[src/rtl/gbe_rx_pcs_pkg.sv]
`timescale 1ns/1ps
package gbe_rx_pcs_pkg;

  localparam int CODE_W = 8;
  localparam int CFG_W  = 2 * CODE_W;

  localparam logic [CODE_W-1:0] CG_COMMA   = 8'hBC; // K28.5
  localparam logic [CODE_W-1:0] CG_TAG_A   = 8'hB5; // D21.5
  localparam logic [CODE_W-1:0] CG_TAG_B   = 8'h42; // D2.2
  localparam logic [CODE_W-1:0] CG_START   = 8'hFB; // K27.7
  localparam logic [CODE_W-1:0] CG_TERM    = 8'hFD; // K29.7
  localparam logic [CODE_W-1:0] RXD_PREAMB = 8'h55;
  localparam logic [CODE_W-1:0] RXD_FCAR   = 8'h0E;

  localparam logic [1:0] XM_CONFIG = 2'b00;
  localparam logic [1:0] XM_IDLE   = 2'b01;
  localparam logic [1:0] XM_DATA   = 2'b10;

  typedef enum logic [3:0] {
    ST_LINK_DOWN, ST_HUNT_K, ST_COMMA, ST_TAG, ST_CFG_LO, ST_CFG_HI,
    ST_IDLE_D, ST_INVALID, ST_SOP, ST_PAYLOAD, ST_EOP, ST_FALSE_CAR
  } pcsStateT;

  typedef struct packed {
    logic clrAll;
    logic capLo;
    logic capHi;
    logic idleSeen;
    logic badCfg;
    logic badData;
    logic sop;
    logic dataOk;
    logic dataErr;
    logic falseCar;
    logic eop;
  } strobeT;

endpackage

[src/rtl/gbe_rx_pcs_ctrl.sv]
`timescale 1ns/1ps
module gbe_rx_pcs_ctrl
  import gbe_rx_pcs_pkg::*;
(
  input  logic              clk,
  input  logic              rstN,
  input  logic [CODE_W-1:0] cgData,
  input  logic              cgIsK,
  input  logic              cgBad,
  input  logic              cgEven,
  input  logic              syncOk,
  input  logic [1:0]        xmitMode,
  input  logic              rmIns,
  input  logic              rmDel,
  output strobeT            stb
);

  pcsStateT stateQ, stateNxt;

  logic isData, isComma, evenComma, cfgTag, isStart, isTerm;
  logic insOnly, delOnly, inData;

  always_comb begin
    isData    = !cgIsK && !cgBad;
    isComma   = cgIsK && !cgBad && (cgData == CG_COMMA);
    evenComma = isComma && cgEven;
    cfgTag    = isData && ((cgData == CG_TAG_A) || (cgData == CG_TAG_B));
    isStart   = cgIsK && !cgBad && (cgData == CG_START);
    isTerm    = cgIsK && !cgBad && (cgData == CG_TERM);
    insOnly   = rmIns && !rmDel;
    delOnly   = rmDel && !rmIns;
    inData    = (xmitMode == XM_DATA);
  end

  always_comb begin
    stateNxt = stateQ;
    if (!syncOk) begin
      stateNxt = ST_LINK_DOWN;
    end else begin
      unique case (stateQ)
        ST_LINK_DOWN: stateNxt = ST_HUNT_K;
        ST_HUNT_K, ST_INVALID, ST_EOP, ST_FALSE_CAR:
          if (evenComma) stateNxt = ST_COMMA;
        ST_COMMA: begin
          if (cfgTag)                 stateNxt = ST_TAG;
          else if (isData || inData)  stateNxt = ST_IDLE_D;
          else                        stateNxt = ST_INVALID;
        end
        ST_TAG: begin
          if (!cgBad && insOnly)      stateNxt = ST_TAG;
          else if (cgIsK || cgBad)    stateNxt = ST_INVALID;
          else                        stateNxt = ST_CFG_LO;
        end
        ST_CFG_LO: stateNxt = isData ? ST_CFG_HI : ST_INVALID;
        ST_CFG_HI: begin
          if (isData && delOnly)      stateNxt = ST_CFG_LO;
          else if (evenComma)         stateNxt = ST_COMMA;
          else                        stateNxt = ST_INVALID;
        end
        ST_IDLE_D: begin
          if (isData && delOnly && cgEven) stateNxt = ST_CFG_LO;
          else if (isComma)                stateNxt = ST_COMMA;
          else if (!inData)                stateNxt = ST_INVALID;
          else if (isStart)                stateNxt = ST_SOP;
          else                             stateNxt = ST_FALSE_CAR;
        end
        ST_SOP, ST_PAYLOAD: begin
          if (isData)                 stateNxt = ST_PAYLOAD;
          else if (isTerm)            stateNxt = ST_EOP;
          else if (evenComma)         stateNxt = ST_COMMA;
          else                        stateNxt = ST_PAYLOAD;
        end
        default: stateNxt = ST_LINK_DOWN;
      endcase
    end
  end

  always_comb begin
    stb          = '0;
    stb.clrAll   = (stateNxt == ST_LINK_DOWN) || (stateNxt == ST_COMMA);
    stb.capLo    = (stateNxt == ST_CFG_LO);
    stb.capHi    = (stateNxt == ST_CFG_HI);
    stb.idleSeen = (stateNxt == ST_IDLE_D);
    stb.badCfg   = (stateNxt == ST_INVALID) && (stateQ != ST_INVALID) && (xmitMode == XM_CONFIG);
    stb.badData  = (stateNxt == ST_INVALID) && (stateQ != ST_INVALID) && inData;
    stb.sop      = (stateNxt == ST_SOP);
    stb.dataOk   = (stateNxt == ST_PAYLOAD) && isData;
    stb.dataErr  = (stateNxt == ST_PAYLOAD) && !isData;
    stb.falseCar = (stateNxt == ST_FALSE_CAR) && (stateQ != ST_FALSE_CAR);
    stb.eop      = (stateNxt == ST_EOP) && (stateQ != ST_EOP);
  end

  always_ff @(posedge clk) begin
    if (!rstN) stateQ <= ST_LINK_DOWN;
    else       stateQ <= stateNxt;
  end


  sync_drop_chk: assert property (@(posedge clk) disable iff (!rstN)
    !syncOk |=> (stateQ == ST_LINK_DOWN));


  ins_absorb_chk: assert property (@(posedge clk) disable iff (!rstN)
    (syncOk && stateQ == ST_TAG && !cgBad && rmIns && !rmDel) |=> (stateQ == ST_TAG));


  del_bridge_chk: assert property (@(posedge clk) disable iff (!rstN)
    (syncOk && stateQ == ST_CFG_HI && !cgIsK && !cgBad && rmDel && !rmIns) |=> (stateQ == ST_CFG_LO));


  idle_del_chk: assert property (@(posedge clk) disable iff (!rstN)
    (syncOk && stateQ == ST_IDLE_D && !cgIsK && !cgBad && rmDel && !rmIns && cgEven)
      |=> (stateQ == ST_CFG_LO));

endmodule

[src/rtl/gbe_rx_pcs_dp.sv]
`timescale 1ns/1ps
module gbe_rx_pcs_dp
  import gbe_rx_pcs_pkg::*;
(
  input  logic              clk,
  input  logic              rstN,
  input  logic [CODE_W-1:0] cgData,
  input  strobeT            stb,
  output logic              receiving,
  output logic              rxDv,
  output logic              rxEr,
  output logic [CODE_W-1:0] rxd,
  output logic [CFG_W-1:0]  cfgReg,
  output logic              rudiCfg,
  output logic              rudiIdle,
  output logic              rudiBad
);

  logic [CODE_W-1:0] cfgLoQ;

  always_ff @(posedge clk) begin
    if (!rstN) begin
      receiving <= 1'b0;
      rxDv      <= 1'b0;
      rxEr      <= 1'b0;
      rxd       <= '0;
      cfgLoQ    <= '0;
      cfgReg    <= '0;
      rudiCfg   <= 1'b0;
      rudiIdle  <= 1'b0;
      rudiBad   <= 1'b0;
    end else begin
      rudiCfg  <= stb.capHi;
      rudiIdle <= stb.idleSeen;
      rudiBad  <= stb.badCfg;
      if (stb.clrAll || stb.eop) begin
        receiving <= 1'b0;
        rxDv      <= 1'b0;
        rxEr      <= 1'b0;
      end
      if (stb.capLo) cfgLoQ <= cgData;
      if (stb.capHi) cfgReg <= {cgData, cfgLoQ};
      if (stb.badData) receiving <= 1'b1;
      if (stb.sop) begin
        receiving <= 1'b1;
        rxDv      <= 1'b1;
        rxEr      <= 1'b0;
        rxd       <= RXD_PREAMB;
      end
      if (stb.dataOk) begin
        rxDv <= 1'b1;
        rxEr <= 1'b0;
        rxd  <= cgData;
      end
      if (stb.dataErr) rxEr <= 1'b1;
      if (stb.falseCar) begin
        receiving <= 1'b1;
        rxEr      <= 1'b1;
        rxDv      <= 1'b0;
        rxd       <= RXD_FCAR;
      end
    end
  end


  dv_needs_recv_chk: assert property (@(posedge clk) disable iff (!rstN)
    rxDv |-> receiving);


  false_car_chk: assert property (@(posedge clk) disable iff (!rstN)
    stb.falseCar |=> (rxEr && receiving && rxd == RXD_FCAR));


  single_rudi_chk: assert property (@(posedge clk) disable iff (!rstN)
    $onehot0({rudiCfg, rudiIdle, rudiBad}));


  cfg_load_chk: assert property (@(posedge clk) disable iff (!rstN)
    stb.capHi |=> rudiCfg && (cfgReg[CFG_W-1:CODE_W] == $past(cgData)));

endmodule

[src/rtl/gbe_rx_pcs.sv]
`timescale 1ns/1ps
module gbe_rx_pcs
  import gbe_rx_pcs_pkg::*;
(
  input  logic              clk,
  input  logic              rstN,
  input  logic [CODE_W-1:0] cgData,
  input  logic              cgIsK,
  input  logic              cgBad,
  input  logic              cgEven,
  input  logic              syncOk,
  input  logic [1:0]        xmitMode,
  input  logic              rmIns,
  input  logic              rmDel,
  output logic              receiving,
  output logic              rxDv,
  output logic              rxEr,
  output logic [CODE_W-1:0] rxd,
  output logic [CFG_W-1:0]  cfgReg,
  output logic              rudiCfg,
  output logic              rudiIdle,
  output logic              rudiBad
);

  strobeT stb;

  gbe_rx_pcs_ctrl u_ctrl (
    .clk(clk), .rstN(rstN), .cgData(cgData), .cgIsK(cgIsK), .cgBad(cgBad),
    .cgEven(cgEven), .syncOk(syncOk), .xmitMode(xmitMode), .rmIns(rmIns),
    .rmDel(rmDel), .stb(stb)
  );

  gbe_rx_pcs_dp u_dp (
    .clk(clk), .rstN(rstN), .cgData(cgData), .stb(stb),
    .receiving(receiving), .rxDv(rxDv), .rxEr(rxEr), .rxd(rxd),
    .cfgReg(cfgReg), .rudiCfg(rudiCfg), .rudiIdle(rudiIdle), .rudiBad(rudiBad)
  );

endmodule

[config.mk]
export PLATFORM = sky130hd
export DESIGN_NAME = gbe_rx_pcs
export DESIGN_NICKNAME = d
export VERILOG_FILES = /design/src/rtl/gbe_rx_pcs_pkg.sv /design/src/rtl/gbe_rx_pcs_ctrl.sv /design/src/rtl/gbe_rx_pcs_dp.sv /design/src/rtl/gbe_rx_pcs.sv
export SDC_FILE = /design/constraint.sdc
export NUM_CORES = 1
export LEC_CHECK = 0
export BUFFER_PORTS_ARGS = -buffer_cell sky130_fd_sc_hd__clkbuf_2
export CAP_MARGIN = 0
export CORE_MARGIN = 8
export CORE_UTILIZATION = 30
export DETAILED_ROUTE_END_ITERATION = 10
export GPL_TIMING_DRIVEN = 0
export PLACE_DENSITY = 0.48
export RECOVER_POWER = 25
export SLEW_MARGIN = 20
export SYNTH_ARGS = -nofsm -noshare
export SYNTH_HDL_FRONTEND = slang
export SYNTH_SLANG_ARGS = --single-unit
[constraint.sdc]
create_clock -name clk -period 4.1 [get_ports clk]
set_clock_uncertainty 0.15 [all_clocks]
set_input_delay 1.23 -clock clk [delete_from_list [all_inputs] [get_ports clk]]
set_output_delay 1.23 -clock clk [all_outputs]
set_load 0.01 [all_outputs]
==> key figures <==
Yosys
  – Post-synthesis average cell area: 8.32 um2
  – Post-Syn Nets: 283
  – Seq/Total Area, Yosys: 38.1%
  – Ranking of synthesized cells by area: dfxtp_1, a21oi_1, nand3_1
  – Post-Syn Area: 2200 um2
  – Synth cell types: 58
  – Post-synth top area share: 38.1%
  – Cell count after synthesis: 265
  – Synthesis warning total: 0
  – Synth area leader: dfxtp_1
  – Number of synthesized flops with an enable pin: 0
  – Async SR Flop Fraction: 0%
  – Top_reg_cell synth: dfxtp_1
  – #FFs+latches synth: 42

GRT
  – Grt met1 use: 18.4%
  – Vias in the first global route: 2190
  – Total gr overflow: 0
  – Most Crowded Layer GR: met2
  – Global Route met3 Usage: 3.02%
  – First-pass GRT wire length: 11.3 mm
  – Antenna violations before repair: 0
  – Largest net degree at the start of global routing: 13
  – Total track usage: 14.0%
  – Met2 usage: 21.8%

STA
  – Slew Limit Fails: 0
  – Fin. Hold Viols: 0
  – Relative max-transition margin: 25.1%
  – Period utilisation layout: 91.3%
  – Tightest Pin Transition: 1.11 ns
  – Tmin final: 3.75 ns
  – Final setup viols: 0
  – RSZ-0062 raised after global routing: no
  – Fmax: 267 MHz

Clock tree
  – Postcts setup bufs: 0
  – Sink Count: 42
  – Clk slew on worst S/H paths: 0.08 ns
  – CTS tree: yes
  – Clk buf depth: 2
  – Clock latency on the worst-skew pair: 0.30 ns
  – Root buf cell: clkbuf_8
  – H-tree levels: 2
  – Total CTS buffers: 5

Die
  – Die H: 102 um
  – Core Rows: 31
  – Core area: 7180 um2
  – Ports: 48
  – Die area: 10300 um2
  – Initial Utilization: 30.7%
  – DIE WIDTH: 102 um

Setup path
  – Crit path max fanout: 10
  – Worst Path Required: 4.18 ns
  – Setup CP Type: in -> reg
  – Worst EP arrival: 3.82 ns
  – Startpoint Class: input pin
  – Critical Path Sink Type: register

Detailed routing
  – Routed wire length: 6.96 mm
  – Via Count: 2197
  – DRT antenna net count: 0
  – Routed WL per cell: 16.7 um
  – Vias per cell: 5.26
  – 1st-iter DRT viols: 150
  – DR pass1 iterations: 4
  – Remaining DRCs: 0

Placement
  – DP Area: 2560 um2
  – Gpl congestion: 0.901
  – Hpwl dp: 5.21 mm
  – Dpl cells: 410
  – I/O Buffers: 46

Cells and area
  – Share of cells above drive strength 1: 18.2%
  – Final Instance Area: 2650 um2
  – Area growth syn-to-layout: 20.0%
  – Fin nets: 336
  – Fin cells: 418
  – Antenna diode count: 0

Power and ir drop
  – VDD IR max: 0.119 mV
  – Power Density: 307 nW/um2
  – Leak: 0.930 nW

Job
  – Max-cap violation count: 0

Min path
  – Worst min-delay path class: reg -> reg

Status
  – Status: finished clean
where the power goes:
| group | switching, mW | internal [mW] | leakage [nW] |
|---|---|---|---|
| Clock | 0.147 | 0.182 | 0.0524 |
| Sequential | 0.000454 | 0.408 | 0.338 |
| Combinational | 0.0508 | 0.0231 | 0.540 |
logic make-up after synthesis:
logic type	share of synthesized area (%)
compound gates	26.6
mux	3.63
xor+xnor	0.397
flops	38.1
simple gates	25.8
buf+inv	5.45
Yosys cell counts, types with 4 or more instances:
cell / n
dfxtp_1: 42
inv_1: 9
mux2i_1: 8
clkbuf_1: 9
nor3_1: 4
a21oi_1: 22
nor2_1: 14
o21ai_1: 11
o21ai_0: 16
nand3_1: 22
nand2b_1: 5
o221a_2: 4
a31oi_1: 4
nand2_1: 23
nand4_1: 6
placed cells by master, fill, tap and decap left out, drive strengths merged, types with 5 or more instances in the layout:
cell type,count
clkbuf,62
dfxtp,42
o21ai,29
nand2,23
nand3,23
a21oi,23
nor2,14
inv,9
mux2i,8
buf,7
nand4,6
nand2b,5
stage by stage:
stage	setup slack, ns	total power [mW]	utilization [%]	setup TNS, ns	hold WS, ns
2_1_floorplan	0.547	0.459	-	0	0.285
3_3_place_gp	-0.0388	0.492	35.7	-0.261	0.295
3_5_place_dp	-0.0367	0.491	35.7	-0.183	0.300
4_1_cts	0.268	0.820	37.1	0	0.312
5_1_grt	0.0802	0.850	36.9	0	0.334
6_report	0.355	0.812	36.9	0	0.314
area by class of cell:
class                           count  area, um2
Buffer                             16       86.3
Clock buffer                        7       76.3
Clock inverter                      1       30.0
Fill cell                         770       4530
Inverter                            9       33.8
Multi-Input combinational cell    198       1250
Sequential cell                    42        841
Tap cell                           99        124
Timing Repair Buffer               46        208
state kept, by name, summed over array words and instances (netlist names):
register	cells
u_ctrl.stateQ	4
u_dp.cfgLoQ	8
u_dp.cfgReg	16
u_dp.receiving	1
u_dp.rudiBad	1
u_dp.rudiCfg	1
u_dp.rudiIdle	1
u_dp.rxDv	1
u_dp.rxEr	1
u_dp.rxd	8
final timing paths:
check                                       from             end  slack [ns]  cells after the start
worst max-delay path                   cgData[2]  u_dp.cfgReg[8]        0.35                      9
worst min-delay path              u_dp.cfgLoQ[2]  u_dp.cfgLoQ[2]        0.31                      2
worst max register to register  u_ctrl.stateQ[1]  u_dp.cfgReg[7]        0.99                      9
worst min register to register    u_dp.cfgLoQ[2]  u_dp.cfgLoQ[2]        0.31                      2
critical path: stages:
cell and delay (ns):
clkbuf_2 0.17, nor3b_1 0.52, nand4_1 0.19, a311oi_1 0.32, o21ai_0 0.32, o21ai_2 0.40, clkbuf_1 0.41, o21ai_1 0.10
a21oi_1 0.15
repair_timing:
action / in CTS / in global routing
hold buffers: 0 / 0
setup endpoints to repair: 0 / 8
resized for setup: 0 / 1
layer usage:
metal / wire length, um / share of wire [%]
met5: 0 / 0
met2: 3160 / 45
met3: 439 / 6.3
met4: 121 / 1.7
met1: 3240 / 47
No activity file was read; power rests on OpenSTA's default activity.
